===== config.mk =====
export PLATFORM = sky130hd
export DESIGN_NAME = tbt_interval_timer
export DESIGN_NICKNAME = d
export VERILOG_FILES = /design/src/rtl/tbt_pkg.sv /design/src/rtl/tbt_timebase.sv /design/src/rtl/tbt_tap_edge.sv /design/src/rtl/tbt_status.sv /design/src/rtl/tbt_interval_timer.sv
export SDC_FILE = /design/constraint.sdc
export NUM_CORES = 1
export LEC_CHECK = 0
export ABC_CLOCK_PERIOD_IN_PS = 4700
export BUFFER_PORTS_ARGS = -buffer_cell sky130_fd_sc_hd__clkbuf_2
export CAP_MARGIN = 20
export CORE_MARGIN = 2
export CORE_UTILIZATION = 56
export DETAILED_ROUTE_END_ITERATION = 8
export PLACE_DENSITY = 0.86
export REMOVE_ABC_BUFFERS = 1
export SYNTH_ARGS = -nofsm -noshare
export SYNTH_HDL_FRONTEND = slang
export SYNTH_HIERARCHICAL = 1
export SYNTH_SLANG_ARGS = --single-unit
export TNS_END_PERCENT = 30

===== constraint.sdc =====
create_clock -name clk -period 4.7 [get_ports clk]
set_input_delay 0.235 -clock clk [delete_from_list [all_inputs] [get_ports clk]]
set_output_delay 0.235 -clock clk [all_outputs]
set_load 0.03 [all_outputs]

===== src/rtl/tbt_pkg.sv =====
package tbt_pkg;
  localparam int TBT_TB_W   = 64;
  localparam int TBT_HALF_W = 32;
  localparam int TBT_EXT_W  = 2;
  localparam int TBT_PER_W  = 4;
  localparam int TBT_ST_W   = 2;
  localparam int TBT_ST_FI  = 0;
  localparam int TBT_ST_DEC = 1;

  typedef struct packed {
    logic                                 en;
    logic [TBT_EXT_W+TBT_PER_W-1:0]       sel;
  } tbt_ctrl_t;
endpackage


===== src/rtl/tbt_timebase.sv =====
module tbt_timebase #(
  parameter int TB_W   = tbt_pkg::TBT_TB_W,
  parameter int HALF_W = tbt_pkg::TBT_HALF_W,
  localparam int NHALF = TB_W / HALF_W
) (
  input  logic              clk,
  input  logic              rst_n,
  input  logic              tick_i,
  input  logic [NHALF-1:0]  load_i,
  input  logic [HALF_W-1:0] wdata_i,
  output logic [TB_W-1:0]   tb_q_o,
  output logic [TB_W-1:0]   tb_next_o
);
  logic [TB_W-1:0] tb_q;
  logic [TB_W-1:0] loaded;

  // Per-half load mux: each strobe replaces its own slice only
  for (genvar h = 0; h < NHALF; h++) begin : g_half
    assign loaded[h*HALF_W +: HALF_W] = load_i[h] ? wdata_i : tb_q[h*HALF_W +: HALF_W];

    p_load_half_r3: assert property (@(posedge clk) disable iff (!rst_n)
      load_i[h] |=> tb_q[h*HALF_W +: HALF_W] == $past(wdata_i))
      else $error("half load lost");
  end

  always_comb begin
    if (|load_i)      tb_next_o = loaded;
    else if (tick_i)  tb_next_o = tb_q + TB_W'(1);
    else              tb_next_o = tb_q;
  end

  always_ff @(posedge clk) begin
    if (!rst_n) tb_q <= '0;
    else        tb_q <= tb_next_o;
  end

  assign tb_q_o = tb_q;

  p_count_up_r1: assert property (@(posedge clk) disable iff (!rst_n)
    (tick_i && load_i == '0) |=> tb_q == $past(tb_q) + TB_W'(1))
    else $error("time base did not advance");

  p_hold_r2: assert property (@(posedge clk) disable iff (!rst_n)
    (!tick_i && load_i == '0) |=> $stable(tb_q))
    else $error("time base moved without tick");
endmodule


===== src/rtl/tbt_tap_edge.sv =====
module tbt_tap_edge #(
  parameter int TB_W  = tbt_pkg::TBT_TB_W,
  localparam int IDX_W = $clog2(TB_W)
) (
  input  logic [TB_W-1:0]  tb_q_i,
  input  logic [TB_W-1:0]  tb_next_i,
  input  logic [IDX_W-1:0] sel_i,
  output logic             rise_o
);
  logic [IDX_W-1:0] idx;
  logic             now_bit;
  logic             nxt_bit;

  // Select counts from the most significant bit downward
  assign idx     = IDX_W'(TB_W - 1) - sel_i;
  assign now_bit = tb_q_i[idx];
  assign nxt_bit = tb_next_i[idx];
  assign rise_o  = nxt_bit & ~now_bit;
endmodule


===== src/rtl/tbt_status.sv =====
module tbt_status #(
  parameter int ST_W = tbt_pkg::TBT_ST_W
) (
  input  logic            clk,
  input  logic            rst_n,
  input  logic [ST_W-1:0] set_i,
  input  logic            clr_we_i,
  input  logic [ST_W-1:0] clr_mask_i,
  output logic [ST_W-1:0] flags_o
);
  for (genvar b = 0; b < ST_W; b++) begin : g_bit
    logic flag_q;
    logic clr;

    assign clr = clr_we_i & clr_mask_i[b];

    always_ff @(posedge clk) begin
      if (!rst_n)        flag_q <= 1'b0;
      else if (set_i[b]) flag_q <= 1'b1;
      else if (clr)      flag_q <= 1'b0;
    end

    assign flags_o[b] = flag_q;

    // Applies to both the interval flag and the decrementer flag
    p_set_wins_r9: assert property (@(posedge clk) disable iff (!rst_n)
      set_i[b] |=> flags_o[b])
      else $error("set lost");

    p_mask_clear_r7: assert property (@(posedge clk) disable iff (!rst_n)
      (clr && !set_i[b]) |=> !flags_o[b])
      else $error("mask clear ignored");

    p_mask_hold_r7: assert property (@(posedge clk) disable iff (!rst_n)
      (!clr && !set_i[b]) |=> $stable(flags_o[b]))
      else $error("flag changed without cause");
  end
endmodule


===== src/rtl/tbt_interval_timer.sv =====
module tbt_interval_timer #(
  parameter int TB_W   = tbt_pkg::TBT_TB_W,
  parameter int HALF_W = tbt_pkg::TBT_HALF_W,
  parameter int EXT_W  = tbt_pkg::TBT_EXT_W,
  parameter int PER_W  = tbt_pkg::TBT_PER_W,
  localparam int NHALF = TB_W / HALF_W,
  localparam int SEL_W = EXT_W + PER_W,
  localparam int ST_W  = tbt_pkg::TBT_ST_W
) (
  input  logic              clk,
  input  logic              rst_n,
  input  logic              tick_i,
  input  logic [NHALF-1:0]  tb_load_i,
  input  logic [HALF_W-1:0] tb_wdata_i,
  input  logic              ctrl_we_i,
  input  logic              ctrl_en_i,
  input  logic [EXT_W-1:0]  ctrl_sel_hi_i,
  input  logic [PER_W-1:0]  ctrl_sel_lo_i,
  input  logic              stat_we_i,
  input  logic [ST_W-1:0]   stat_mask_i,
  input  logic              dec_set_i,
  input  logic              ext_en_i,
  output logic [TB_W-1:0]   tb_o,
  output logic [ST_W-1:0]   stat_o,
  output logic              irq_o
);
  import tbt_pkg::*;

  tbt_ctrl_t        ctrl_q;
  logic [TB_W-1:0]  tb_q;
  logic [TB_W-1:0]  tb_next;
  logic             fi_rise;
  logic [ST_W-1:0]  st_set;
  logic [SEL_W-1:0] tap_idx;

  always_ff @(posedge clk) begin
    if (!rst_n)         ctrl_q <= '0;
    else if (ctrl_we_i) ctrl_q <= '{en: ctrl_en_i, sel: {ctrl_sel_hi_i, ctrl_sel_lo_i}};
  end

  tbt_timebase #(.TB_W(TB_W), .HALF_W(HALF_W)) i_timebase (
    .clk       (clk),
    .rst_n     (rst_n),
    .tick_i    (tick_i),
    .load_i    (tb_load_i),
    .wdata_i   (tb_wdata_i),
    .tb_q_o    (tb_q),
    .tb_next_o (tb_next)
  );

  tbt_tap_edge #(.TB_W(TB_W)) i_tap_edge (
    .tb_q_i    (tb_q),
    .tb_next_i (tb_next),
    .sel_i     (ctrl_q.sel),
    .rise_o    (fi_rise)
  );

  always_comb begin
    st_set             = '0;
    st_set[TBT_ST_FI]  = fi_rise;
    st_set[TBT_ST_DEC] = dec_set_i;
  end

  tbt_status #(.ST_W(ST_W)) i_status (
    .clk        (clk),
    .rst_n      (rst_n),
    .set_i      (st_set),
    .clr_we_i   (stat_we_i),
    .clr_mask_i (stat_mask_i),
    .flags_o    (stat_o)
  );

  assign tb_o    = tb_q;
  assign irq_o   = stat_o[TBT_ST_FI] & ctrl_q.en & ext_en_i;
  assign tap_idx = SEL_W'(TB_W - 1) - ctrl_q.sel;

  // The interval flag only ever rises on a 0-to-1 step of the watched bit
  p_tap_rose_r5: assert property (@(posedge clk) disable iff (!rst_n)
    $rose(stat_o[TBT_ST_FI]) |-> (tb_q[$past(tap_idx)] && !$past(tb_q[tap_idx])))
    else $error("flag rose without tap edge");

  p_irq_gate_r10: assert property (@(posedge clk) disable iff (!rst_n)
    (!ext_en_i || !ctrl_q.en) |-> !irq_o)
    else $error("irq without enables");

  p_irq_cause_r10: assert property (@(posedge clk) disable iff (!rst_n)
    irq_o |-> stat_o[TBT_ST_FI])
    else $error("irq without flag");
endmodule


**Word level (Yosys, flattened, before mapping)**

Cells that the tools add are included.

- $add $sub $neg: 2
- Multiply operators: 0
- Divide/modulo/power cells: 0
- $lt $le $gt $ge: 1
- Equality and inequality tests: 0
- Shifts and indexed selects: 0
- Mux-type cells: 12
- Bitwise operators: 6
- Reductions and logical operators: 3

Operator list:

| kind | count |
|---|---|
| $mux 64 | 2 |
| $add 64x1->64 const B | 1 |
| $mux 32 | 2 |
| $bmux 1 s6 | 2 |
| $lt 6x7->1 const B | 1 |
| $mux 1 | 6 |
| $sub 6x6->6 const A | 1 |
| $and 1x1->1 | 5 |
| $reduce_bool 2->1 | 2 |
| $reduce_or 2->1 | 1 |
| $not 1->1 | 1 |

- Bits in registers: 73
- Latch bits: 0
- Bits in writable memories: 0
- Memory bits (read-only): 0
- Input port bits: 50
- Output and inout port bits: 67
- Memories kept: 0

**Logic depth before layout (Yosys ltp)**

Gate-level depths: netlist of the first run.

- Depth after elaboration: 7
- Gate-level depth with buffers: 15
- Mapped depth without buffers: 14

**By module**

Netlist of the first run, hierarchy kept.

Modules (own cells, without submodules):

| module | instances | cells an instance | area an instance (sq um) | sequential area each (sq um) |
|---|---|---|---|---|
| tbt_timebase | 1 | 609 | 4434.3 | 1281.2 |
| tbt_tap_edge | 1 | 151 | 953.4 | 0.0 |
| tbt_interval_timer | 1 | 23 | 271.5 | 140.1 |
| tbt_status | 1 | 10 | 85.1 | 40.0 |

**Worst setup path after synthesis of the first run**

Ideal clock, no wire load.

- Path kind: register to register
- From: reg i_timebase.tb_q[9] (netlist: i_timebase/tb_q_o[9])
- To: reg i_status.g_bit[0].flag_q
- Library setup time: 0.074 ns
- Data arrival time: 3.707 ns
- Path slack: 0.919 ns
- Cell stages (with the launch flop): 16
- Buffers on the path: 2
- Period minus slack after synthesis: 3.781 ns
- Cell sequence: dfxtp_1 -> nand3_2 -> or4_1 -> buf_2 -> or4_1 -> buf_2 -> or4_4 -> nand3_1 -> nand2b_1 -> o21ai_1 -> a41oi_1 -> o311ai_0 -> nand4_1 -> a21oi_1 -> o21ai_1 -> a31oi_1

- Cells in the longest elaborated chain, start to end: 7
- Elaborated cells between the ends (all ways): 12

Ends and longest elaborated chain:

| element | line | text |
|---|---|---|
| from (decl) | tbt_timebase.sv:14 | `logic [TB_W-1:0] tb_q;` |
| from (signal assigned) | tbt_timebase.sv:34 | `else tb_q <= tb_next_o;` |
| $add 64x1->64 (*) | tbt_timebase.sv:28 | `else if (tick_i) tb_next_o = tb_q + TB_W'(1);` |
| $mux 64 (*) | tbt_timebase.sv:28 |  |
| $mux 64 (*) | tbt_timebase.sv:27 | `if (\|load_i) tb_next_o = loaded;` |
| net tb_next[47] | tbt_interval_timer.sv:31 | `logic [TB_W-1:0] tb_next;` |
| $bmux 1 s6 (*) | tbt_tap_edge.sv:17 | `assign nxt_bit = tb_next_i[idx];` |
| $mux 1 (not written as such) (*) | tbt_tap_edge.sv:17 |  |
| $and 1x1->1 (*) | tbt_tap_edge.sv:18 | `assign rise_o = nxt_bit & ~now_bit;` |
| net fi_rise | tbt_interval_timer.sv:32 | `logic fi_rise;` |
| $mux 1 / $reduce_bool 2->1 (equally long branches) | - |  |
| to (signal assigned) | tbt_status.sv:18 | `if (!rst_n) flag_q <= 1'b0;` |
| to (signal assigned) | tbt_status.sv:19 | `else if (set_i[b]) flag_q <= 1'b1;` |
| to (signal assigned) | tbt_status.sv:20 | `else if (clr) flag_q <= 1'b0;` |
| to (decl) | tbt_status.sv:12 | `logic flag_q;` |

Mark *: on every way through the listed nets, which the timed path passes. The rest lies on a longest branch. The select of a mux whose other input is x is not followed.
A chain may end at the register's enable or synchronous reset.

**Worst setup path after layout of the first run**

- From: reg i_timebase.tb_q[5] (netlist: i_timebase/tb_q_o[5])
- To: reg i_status.g_bit[0].flag_q

The elaborated chain is that of the path after synthesis.

==> load_flow_metrics.sql, run 1 <==
INSERT INTO impl_metrics (metric_group, metric, value, unit) VALUES
('run_status', 'status', 'completed', ''),
('sta', 'timing.final.crit_share', '0.913', ''),
('clock_network', 'cts_root_buf', 'clkbuf_8', ''),
('finish', 'number_of_fill_cells', '899', ''),
('drt', 'post_drt_wl_per_cell', '20.0', 'µm'),
('critical_path', 'critical_path.endpoint_type', 'register', ''),
('clock_network', 'ctsLongestPathBuffers', '2', ''),
('place', 'post-place-ws', '0.490', 'ns'),
('sta', 'timing.final.hold_violations', '0', ''),
('drt', 'detail-route-antenna-nets', '0', ''),
('yosys', 'asyncSetResetFlopFracSynth', '0', ''),
('global_route', 'first_global_vias', '6402', ''),
('finish', 'final_area', '0.00663', 'mm²'),
('sta', 'setup-tns-final', '0', 'ns'),
('finish', 'layout-area-overhead-vs-synth', '15.4', '%'),
('global_route', 'antenna_violations_before_repair', '0', ''),
('critical_path', 'worst-path-max-fanout', '16', ''),
('place', 'global_placer_s_final_weighted_congestion', '1.01', ''),
('drt', 'drt-total-wl', '20600', 'µm'),
('critical_path', 'regToRegEndpoint', 'i_status/g_bit[0].flag_q', ''),
('clock_network', 'worstSkewPairLatency', '0.37', 'ns'),
('global_route', 'gr-usage-all-layers', '0.360', ''),
('place', 'dpl-instance-area', '0.00641', 'mm²'),
('floorplan', 'floorplan.core_area', '0.00986', 'mm²'),
('global_route', 'grt-ovfl-total', '0', ''),
('floorplan', 'die_w', '105', 'µm'),
('clock_network', 'cts.repair_timing.setup_buffer_count', '0', ''),
('drt', 'drt_iter0_drc', '774', ''),
('drt', 'route.detailed.vias_per_inst', '6.90', ''),
('sta', 'grt_setup_unrepaired', 'no', ''),
('finish', 'layout-drive-gt1-share', '0.179', ''),
('yosys', 'synth-seq-area-share', '0.254', ''),
('critical_path', 'worst-setup-path-type', 'reg -> reg', ''),
('clock_network', 'cts.sinks', '73', ''),
('clock_network', 'cts_htree_levels', '3', ''),
('yosys', 'synth_most_common_cell', 'nand2_1', ''),
('yosys', 'netlist-cell-type-count', '65', ''),
('sta', 'fmax', '233', 'MHz'),
('worst_hold_path', 'hold_end', 'i_status/g_bit[1].flag_q', ''),
('pwr', 'totalPowerFinal', '1710', 'µW'),
('yosys', 'netlist_top_cells_area', 'dfxtp_1 (25%), nand2_1 (4.8%), nor2b_1 (4.4%)', ''),
('worst_hold_path', 'min-delay-start', 'stat_mask_i[1]', ''),
('critical_path', 'rr_worst_depth', '13', ''),
('place', 'place_hpwl', '14800', 'µm'),
('floorplan', 'die_h', '105', 'µm'),
('clock_network', 'cts_repair_resize_count', '0', ''),
('global_route', 'maximum_number_of_pins_on_one_net_before_global_route_repair', '49', ''),
('critical_path', 'cp-start-kind', 'register', ''),
('drt', 'route.detailed.drc', '0', ''),
('floorplan', 'ioPinCount', '117', ''),
('place', 'port_buffers', '116', ''),
('yosys', 'synth_enable_flop_cells', '0', ''),
('clock_network', 'path_clk_slew', '0.09', 'ns'),
('critical_path', 'critical_path.reg2reg.startpoint', 'i_timebase/tb_q_o[5]', ''),
('clock_network', 'tritoncts_clock_tree', 'built', ''),
('finish', 'antenna_cells', '0', ''),
('pwr', 'power.density_cell_area', '257', 'mW/mm²'),
('finish', 'num-nets-final', '942', ''),
('yosys', 'synth_flop_cell', 'dfxtp_1', ''),
('critical_path', 'crit_arrival', '4.59', 'ns'),
('yosys', 'netlist.area_leader.share', '0.254', ''),
('pwr', 'peak_ir_drop_on_the_vdd_network', '0.000171', 'V'),
('sta', 'timing.final.max_slew_violations', '0', ''),
('sta', 'finalSetupViolations', '0', ''),
('worst_hold_path', 'min_path_cells', '2', ''),
('drt', 'total_iterations_of_the_first_detailed_routing_run', '6', ''),
('sta', 'worst_slew_margin_rel', '0.481', ''),
('sta', 'timing_worst_slew_pin_value', '0.771', 'ns'),
('job', 'max-cap-violations', '0', ''),
('clock_network', 'cts_buffers', '9', ''),
('pwr', 'leakage', '0.00246', 'µW');
how the worst max path moves through the flow:
stage                                      from                       end  slack [ns]  cells past startpoint
after floorplan            i_timebase/tb_q_o[9]  i_status/g_bit[0].flag_q        0.51                     11
after global routing       i_timebase/tb_q_o[9]  i_status/g_bit[0].flag_q        0.11                     13
after CTS                 i_timebase/tb_q_o[10]  i_status/g_bit[0].flag_q        0.48                     13
after detailed placement  i_timebase/tb_q_o[10]  i_status/g_bit[0].flag_q        0.49                     13
after global placement     i_timebase/tb_q_o[9]  i_status/g_bit[0].flag_q        0.65                     13
final                      i_timebase/tb_q_o[5]  i_status/g_bit[0].flag_q        0.41                     13
registers in the layout, summed over array words and instances, names as in the netlist:
name,count
i_status/g_bit.flag_q,2
ctrl_q,7
i_timebase/tb_q_o,64
kinds of logic after synthesis:
kind of cell             after synthesis  share of synthesized area
AO/OA/AOI/OAI                        192                      0.223
XOR/XNOR                              30                     0.0457
adder cells (fa/ha/maj)                1                    0.00218
buffers and inverters                 83                     0.0610
flip-flops                            73                      0.254
multiplexers                          17                     0.0298
AND/OR/NAND/NOR                      397                      0.384
per-stage QoR:
step	hold slack, ns	utilization	std cells
after floorplan	0.334	-	747
after global placement	0.436	0.650	1013
after detailed placement	0.445	0.650	1013
after CTS	0.0522	0.672	1029
after global routing	0.0535	0.672	1029
final	0.0530	0.672	1029
cell usage in the layout (no fill, tap or decap), types with 25 or more instances in the layout:
cell type  synthesis  routed
inv_1             34      34
a21oi_1           42      42
nor2_1            47      47
a211oi_1          25      25
clkbuf_2           0     116
nand2_1           74      74
nand4_1           34      34
nand3_1           44      44
nor4_1            34      33
nor2b_1           40      40
o21ai_0           31      31
dfxtp_1           73      73
layout make-up:
cell class,count,area (µm²),share of cell area
inverter,37,139,0.0210
sequential,73,1460,0.221
clock inverter,5,62.6,0.00944
timing repair buffer,133,708,0.107
multi-input combinational,637,3940,0.594
clock buffer,11,151,0.0228
tap,133,166,0.0251
critical path, cell delays in order (launching register included):
cell	delay, ns
dfxtp_1	0.47
nand3_1	0.18
or4_1	0.77
or4_1	0.79
or4_4	0.55
nand3_1	0.10
nand2b_1	0.06
o21ai_1	0.17
a41oi_1	0.15
o311ai_0	0.36
nand4_1	0.15
a21oi_1	0.21
o21ai_1	0.09
a31oi_1	0.16
routing by layer:
layer  vias up  wire (µm)  global-route usage
li1       3186          -                   -
met1      3241       7940               0.474
met2       578       8800               0.543
met3        93       2910              0.0903
met4         0        895               0.186
met5         -          0                   0
report_power, final:
part	total, µW	internal [µW]	switching [µW]
Combinational	413	148	266
Sequential	745	660	84.6
Clock	548	277	271
No activity file was read; power rests on OpenSTA's default activity.
==> run 2, diff against run 1 <==
--- a/config.mk
+++ b/config.mk
@@ -7,3 +7,3 @@
 export LEC_CHECK = 0
-export ABC_CLOCK_PERIOD_IN_PS = 4700
+export ABC_CLOCK_PERIOD_IN_PS = 3950
 export BUFFER_PORTS_ARGS = -buffer_cell sky130_fd_sc_hd__clkbuf_2
@@ -11,5 +11,5 @@
 export CORE_MARGIN = 2
-export CORE_UTILIZATION = 56
+export CORE_UTILIZATION = 57
 export DETAILED_ROUTE_END_ITERATION = 8
-export PLACE_DENSITY = 0.86
+export PLACE_DENSITY = 0.87
 export REMOVE_ABC_BUFFERS = 1
@@ -17,3 +17,2 @@
 export SYNTH_HDL_FRONTEND = slang
-export SYNTH_HIERARCHICAL = 1
 export SYNTH_SLANG_ARGS = --single-unit
==> constraint.sdc (replaced) <==
create_clock -name clk -period 3.95 [get_ports clk]
set_input_delay 0.5925 -clock clk [delete_from_list [all_inputs] [get_ports clk]]
set_output_delay 0.5925 -clock clk [all_outputs]
set_load 0.03 [all_outputs]
==> load_flow_metrics.sql, run 2 <==
INSERT INTO impl_metrics (metric_group, metric, value, unit) VALUES
('yosys', 'synth_flop_cell', 'dfxtp_1', ''),
('floorplan', 'placementRows', '37', ''),
('drt', 'routed.top_layer', 'met4', ''),
('floorplan', 'initial_core_util', '0.581', ''),
('place', 'dpl-instance-area', '0.00664', 'mm²'),
('pwr', 'power.density_cell_area', '305', 'mW/mm²'),
('sta', 'timing.final.hold_violations', '0', ''),
('yosys', 'synthesis.instances', '757', ''),
('place', 'port_buffers', '116', ''),
('clock_network', 'ctsLongestPathBuffers', '2', ''),
('clock_network', 'cts.sinks', '73', ''),
('drt', 'detail-route-antenna-nets', '0', ''),
('sta', 'fmax', '283', 'MHz'),
('sta', 'grt_setup_unrepaired', 'no', ''),
('floorplan', 'die_h', '106', 'µm'),
('clock_network', 'cts_buffers', '9', ''),
('finish', 'num-nets-final', '904', ''),
('yosys', 'synth_top_area_cell', 'dfxtp_1', ''),
('sta', 'finalSetupViolations', '0', ''),
('worst_hold_path', 'min_path_cells', '3', ''),
('sta', 'timing_worst_slew_pin_value', '0.909', 'ns'),
('yosys', 'netlist_top_cells_area', 'dfxtp_1 (25%), mux4_2 (6.8%), nor2_1 (6.3%)', ''),
('job', 'max-cap-violations', '0', ''),
('yosys', 'syn-mean-instance-area', '7.82', 'µm²'),
('floorplan', 'ioPinCount', '117', ''),
('finish', 'layout-area-overhead-vs-synth', '15.6', '%'),
('sta', 'timing.final.max_slew_violations', '0', ''),
('critical_path', 'worst-path-max-fanout', '14', ''),
('critical_path', 'critical_path.top_delay_family', 'compound AO/OA/AOI/OAI gates', ''),
('drt', 'drt-total-wl', '24400', 'µm'),
('finish', 'largest_register_ffs', '64', ''),
('yosys', 'synth_most_common_cell', 'nor2_1', ''),
('drt', 'detailroute.via_count', '7021', ''),
('critical_path', 'crit_arrival', '3.76', 'ns'),
('floorplan', 'die_w', '106', 'µm'),
('critical_path', 'setup.reg_to_reg.worst_slack', '0.42', 'ns'),
('critical_path', 'cp-start-kind', 'register', ''),
('global_route', 'antenna_violations_before_repair', '0', ''),
('yosys', 'synth_enable_flop_cells', '0', ''),
('place', 'place_hpwl', '18100', 'µm'),
('pwr', 'peak_ir_drop_on_the_vdd_network', '0.000247', 'V'),
('finish', 'final_area', '0.00684', 'mm²'),
('sta', 'setup-tns-final', '0', 'ns'),
('yosys', 'netlist.area_leader.share', '0.247', ''),
('critical_path', 'worst-setup-path-type', 'reg -> reg', ''),
('global_route', 'maximum_number_of_pins_on_one_net_before_global_route_repair', '57', ''),
('pwr', 'leakage', '0.00262', 'µW'),
('critical_path', 'critical_path_required_time', '4.18', 'ns'),
('sta', 'finalCriticalPeriod', '3.53', 'ns'),
('drt', 'drt_iter0_drc', '946', ''),
('critical_path', 'regToRegEndpoint', 'i_status.g_bit[0].flag_q', ''),
('drt', 'route.detailed.vias_per_inst', '7.06', ''),
('pwr', 'internal-power', '1300', 'µW'),
('finish', 'total_area_of_multi_input_combinational_cells', '0.00418', 'mm²'),
('finish', 'instances_no_fill', '994', ''),
('critical_path', 'critical_path.reg2reg.startpoint', 'i_timebase.tb_q_o[4]', ''),
('finish', 'seq_area', '0.00146', 'mm²'),
('pwr', 'power.clock.fraction', '0.304', ''),
('critical_path', 'slowest_cp_cell', 'nor4b_1', ''),
('sta', 'worst_slew_margin_rel', '0.386', ''),
('finish', 'antenna_cells', '0', ''),
('drt', 'route.detailed.drc', '0', ''),
('worst_hold_path', 'hold_end', 'i_status.g_bit[1].flag_q', ''),
('sta', 'timing.clock.skew', '0.00954', 'ns'),
('pwr', 'register_share_of_total_power', '0.431', ''),
('run_status', 'status', 'completed', ''),
('yosys', 'syn_area', '0.00592', 'mm²'),
('yosys', 'netlist-cell-type-count', '74', ''),
('drt', 'met2_length', '10500', 'µm'),
('finish', 'layout-drive-gt1-share', '0.231', ''),
('floorplan', 'floorplan.core_area', '0.0102', 'mm²'),
('critical_path', 'rr_worst_depth', '9', ''),
('sta', 'final.hold.worst_slack', '0.431', 'ns'),
('finish', 'layout.cells.most_common', 'clkbuf_2', ''),
('yosys', 'synth-seq-area-share', '0.247', ''),
('worst_hold_path', 'timing.hold.worst.class', 'in -> reg', ''),
('clock_network', 'cts.repair_timing.setup_buffer_count', '0', ''),
('finish', 'number_of_fill_cells', '902', ''),
('critical_path', 'timing.critical_path.cells', 'nand4_2, nor4b_1, a21boi_0, o311ai_0, o31ai_1, a2bb2oi_1, a41oi_1, a211oi_2, o32ai_2', ''),
('yosys', 'asyncSetResetFlopFracSynth', '0', ''),
('clock_network', 'holdBufCountCts', '0', ''),
('sta', 'timing.final.crit_share', '0.894', ''),
('global_route', 'grt-ovfl-total', '0', ''),
('drt', 'routedLengthMet1', '8800', 'µm'),
('global_route', 'first_global_vias', '6466', ''),
('drt', 'post_drt_wl_per_cell', '24.5', 'µm'),
('drt', 'detailroute.wirelength.met3', '3510', 'µm'),
('worst_hold_path', 'min-delay-start', 'dec_set_i', ''),
('pwr', 'power_switching', '783', 'µW'),
('pwr', 'power.share.switching', '0.375', ''),
('critical_path', 'critPathBufInv', '0', ''),
('yosys', 'synth_warnings', '0', ''),
('pwr', 'comb_power_share', '0.265', ''),
('yosys', 'synth_common_cells', 'nor2_1 (100), dfxtp_1 (73), nand2_1 (69), nor3_1 (41)', ''),
('yosys', 'ys_seq_elements', '73', ''),
('clock_network', 'worstSkewPairLatency', '0.37', 'ns'),
('clock_network', 'path_clk_slew', '0.09', 'ns'),
('drt', 'total_iterations_of_the_first_detailed_routing_run', '6', ''),
('clock_network', 'tritoncts_clock_tree', 'built', ''),
('critical_path', 'critical_path.endpoint_type', 'register', ''),
('clock_network', 'cts_root_buf', 'clkbuf_8', ''),
('finish', 'most-common-layout-cells', 'clkbuf_2 (116), nor2_1 (100), dfxtp_1 (72), nand2_1 (69), nor3_1 (41)', ''),
('global_route', 'grt_first_pass_wirelength', '36900', 'µm'),
('floorplan', 'total_die_area', '0.0112', 'mm²'),
('clock_network', 'cts_htree_levels', '3', ''),
('place', 'global_placer_s_final_weighted_congestion', '1.05', ''),
('place', 'placed_cells_incl_taps', '978', ''),
('critical_path', 'cp_slowest_stage_delay', '0.87', 'ns'),
('global_route', 'gr-usage-all-layers', '0.434', ''),
('clock_network', 'cts_repair_resize_count', '0', '');
[run 2: area by class of cell]
cell class	instances	share of cell area
repair buffers	142	0.115
well taps	136	0.0249
clock inverters	6	0.00969
multi-input cells	616	0.610
inverters	11	0.00603
clock buffers	10	0.0201
flip-flops and latches	73	0.214
[run 2: per-stage QoR]
stage	setup slack, ns	total power (µW)	util
2_1_floorplan	0.777	1210	-
3_3_place_gp	0.424	1440	0.652
3_5_place_dp	0.381	1450	0.652
4_1_cts	0.509	2060	0.672
5_1_grt	0.226	2140	0.672
6_report	0.419	2090	0.672
[run 2: worst reg2reg max path, cell delays in order, from the launching register on]
cell and delay [ns]:
dfxtp_1 0.50, nand4_2 0.39, nor4b_1 0.87, a21boi_0 0.25
o311ai_0 0.34, o31ai_1 0.15, a2bb2oi_1 0.18, a41oi_1 0.27
a211oi_2 0.33, o32ai_2 0.11
[run 2: worst max path at each step]
| stage | endpoint | cells past startpoint | slack (ns) | start |
|---|---|---|---|---|
| after detailed placement | i_status.g_bit[0].flag_q | 10 | 0.38 | tick_i |
| after CTS | i_status.g_bit[0].flag_q | 9 | 0.51 | i_timebase.tb_q_o[4] |
| after global placement | i_status.g_bit[0].flag_q | 10 | 0.42 | tick_i |
| after floorplan | i_status.g_bit[0].flag_q | 10 | 0.78 | i_timebase.tb_q_o[0] |
| after global routing | i_status.g_bit[0].flag_q | 9 | 0.23 | i_timebase.tb_q_o[5] |
| final | i_status.g_bit[0].flag_q | 9 | 0.42 | i_timebase.tb_q_o[4] |
[run 2: power by group through the flow]
stage                     Sequential [µW]  Combinational (µW)  Clock [µW]
final                                 900                 552         635
after detailed placement              909                 538           0
after global routing                  904                 581         657
after global placement                909                 533           0
after floorplan                       975                 238           0
after CTS                             892                 540         631
[run 2: logic make-up (layout without fill, tap and decap cells)]
kind of cell | Yosys count | in the layout | synth area share
AND/OR/NAND/NOR | 405 | 405 | 0.365
AO/OA/AOI/OAI | 118 | 118 | 0.155
flip-flops | 73 | 73 | 0.247
buffers and inverters | 68 | 169 | 0.0476
XOR/XNOR | 46 | 46 | 0.0681
multiplexers | 46 | 46 | 0.116
adder cells (fa/ha/maj) | 1 | 1 | 0.00211
[run 2: routing by layer]
metal,GRT usage,vias to the layer above
met3,0.0920,125
li1,-,3051
met4,0.238,0
met2,0.667,645
met1,0.569,3200
met5,0,-
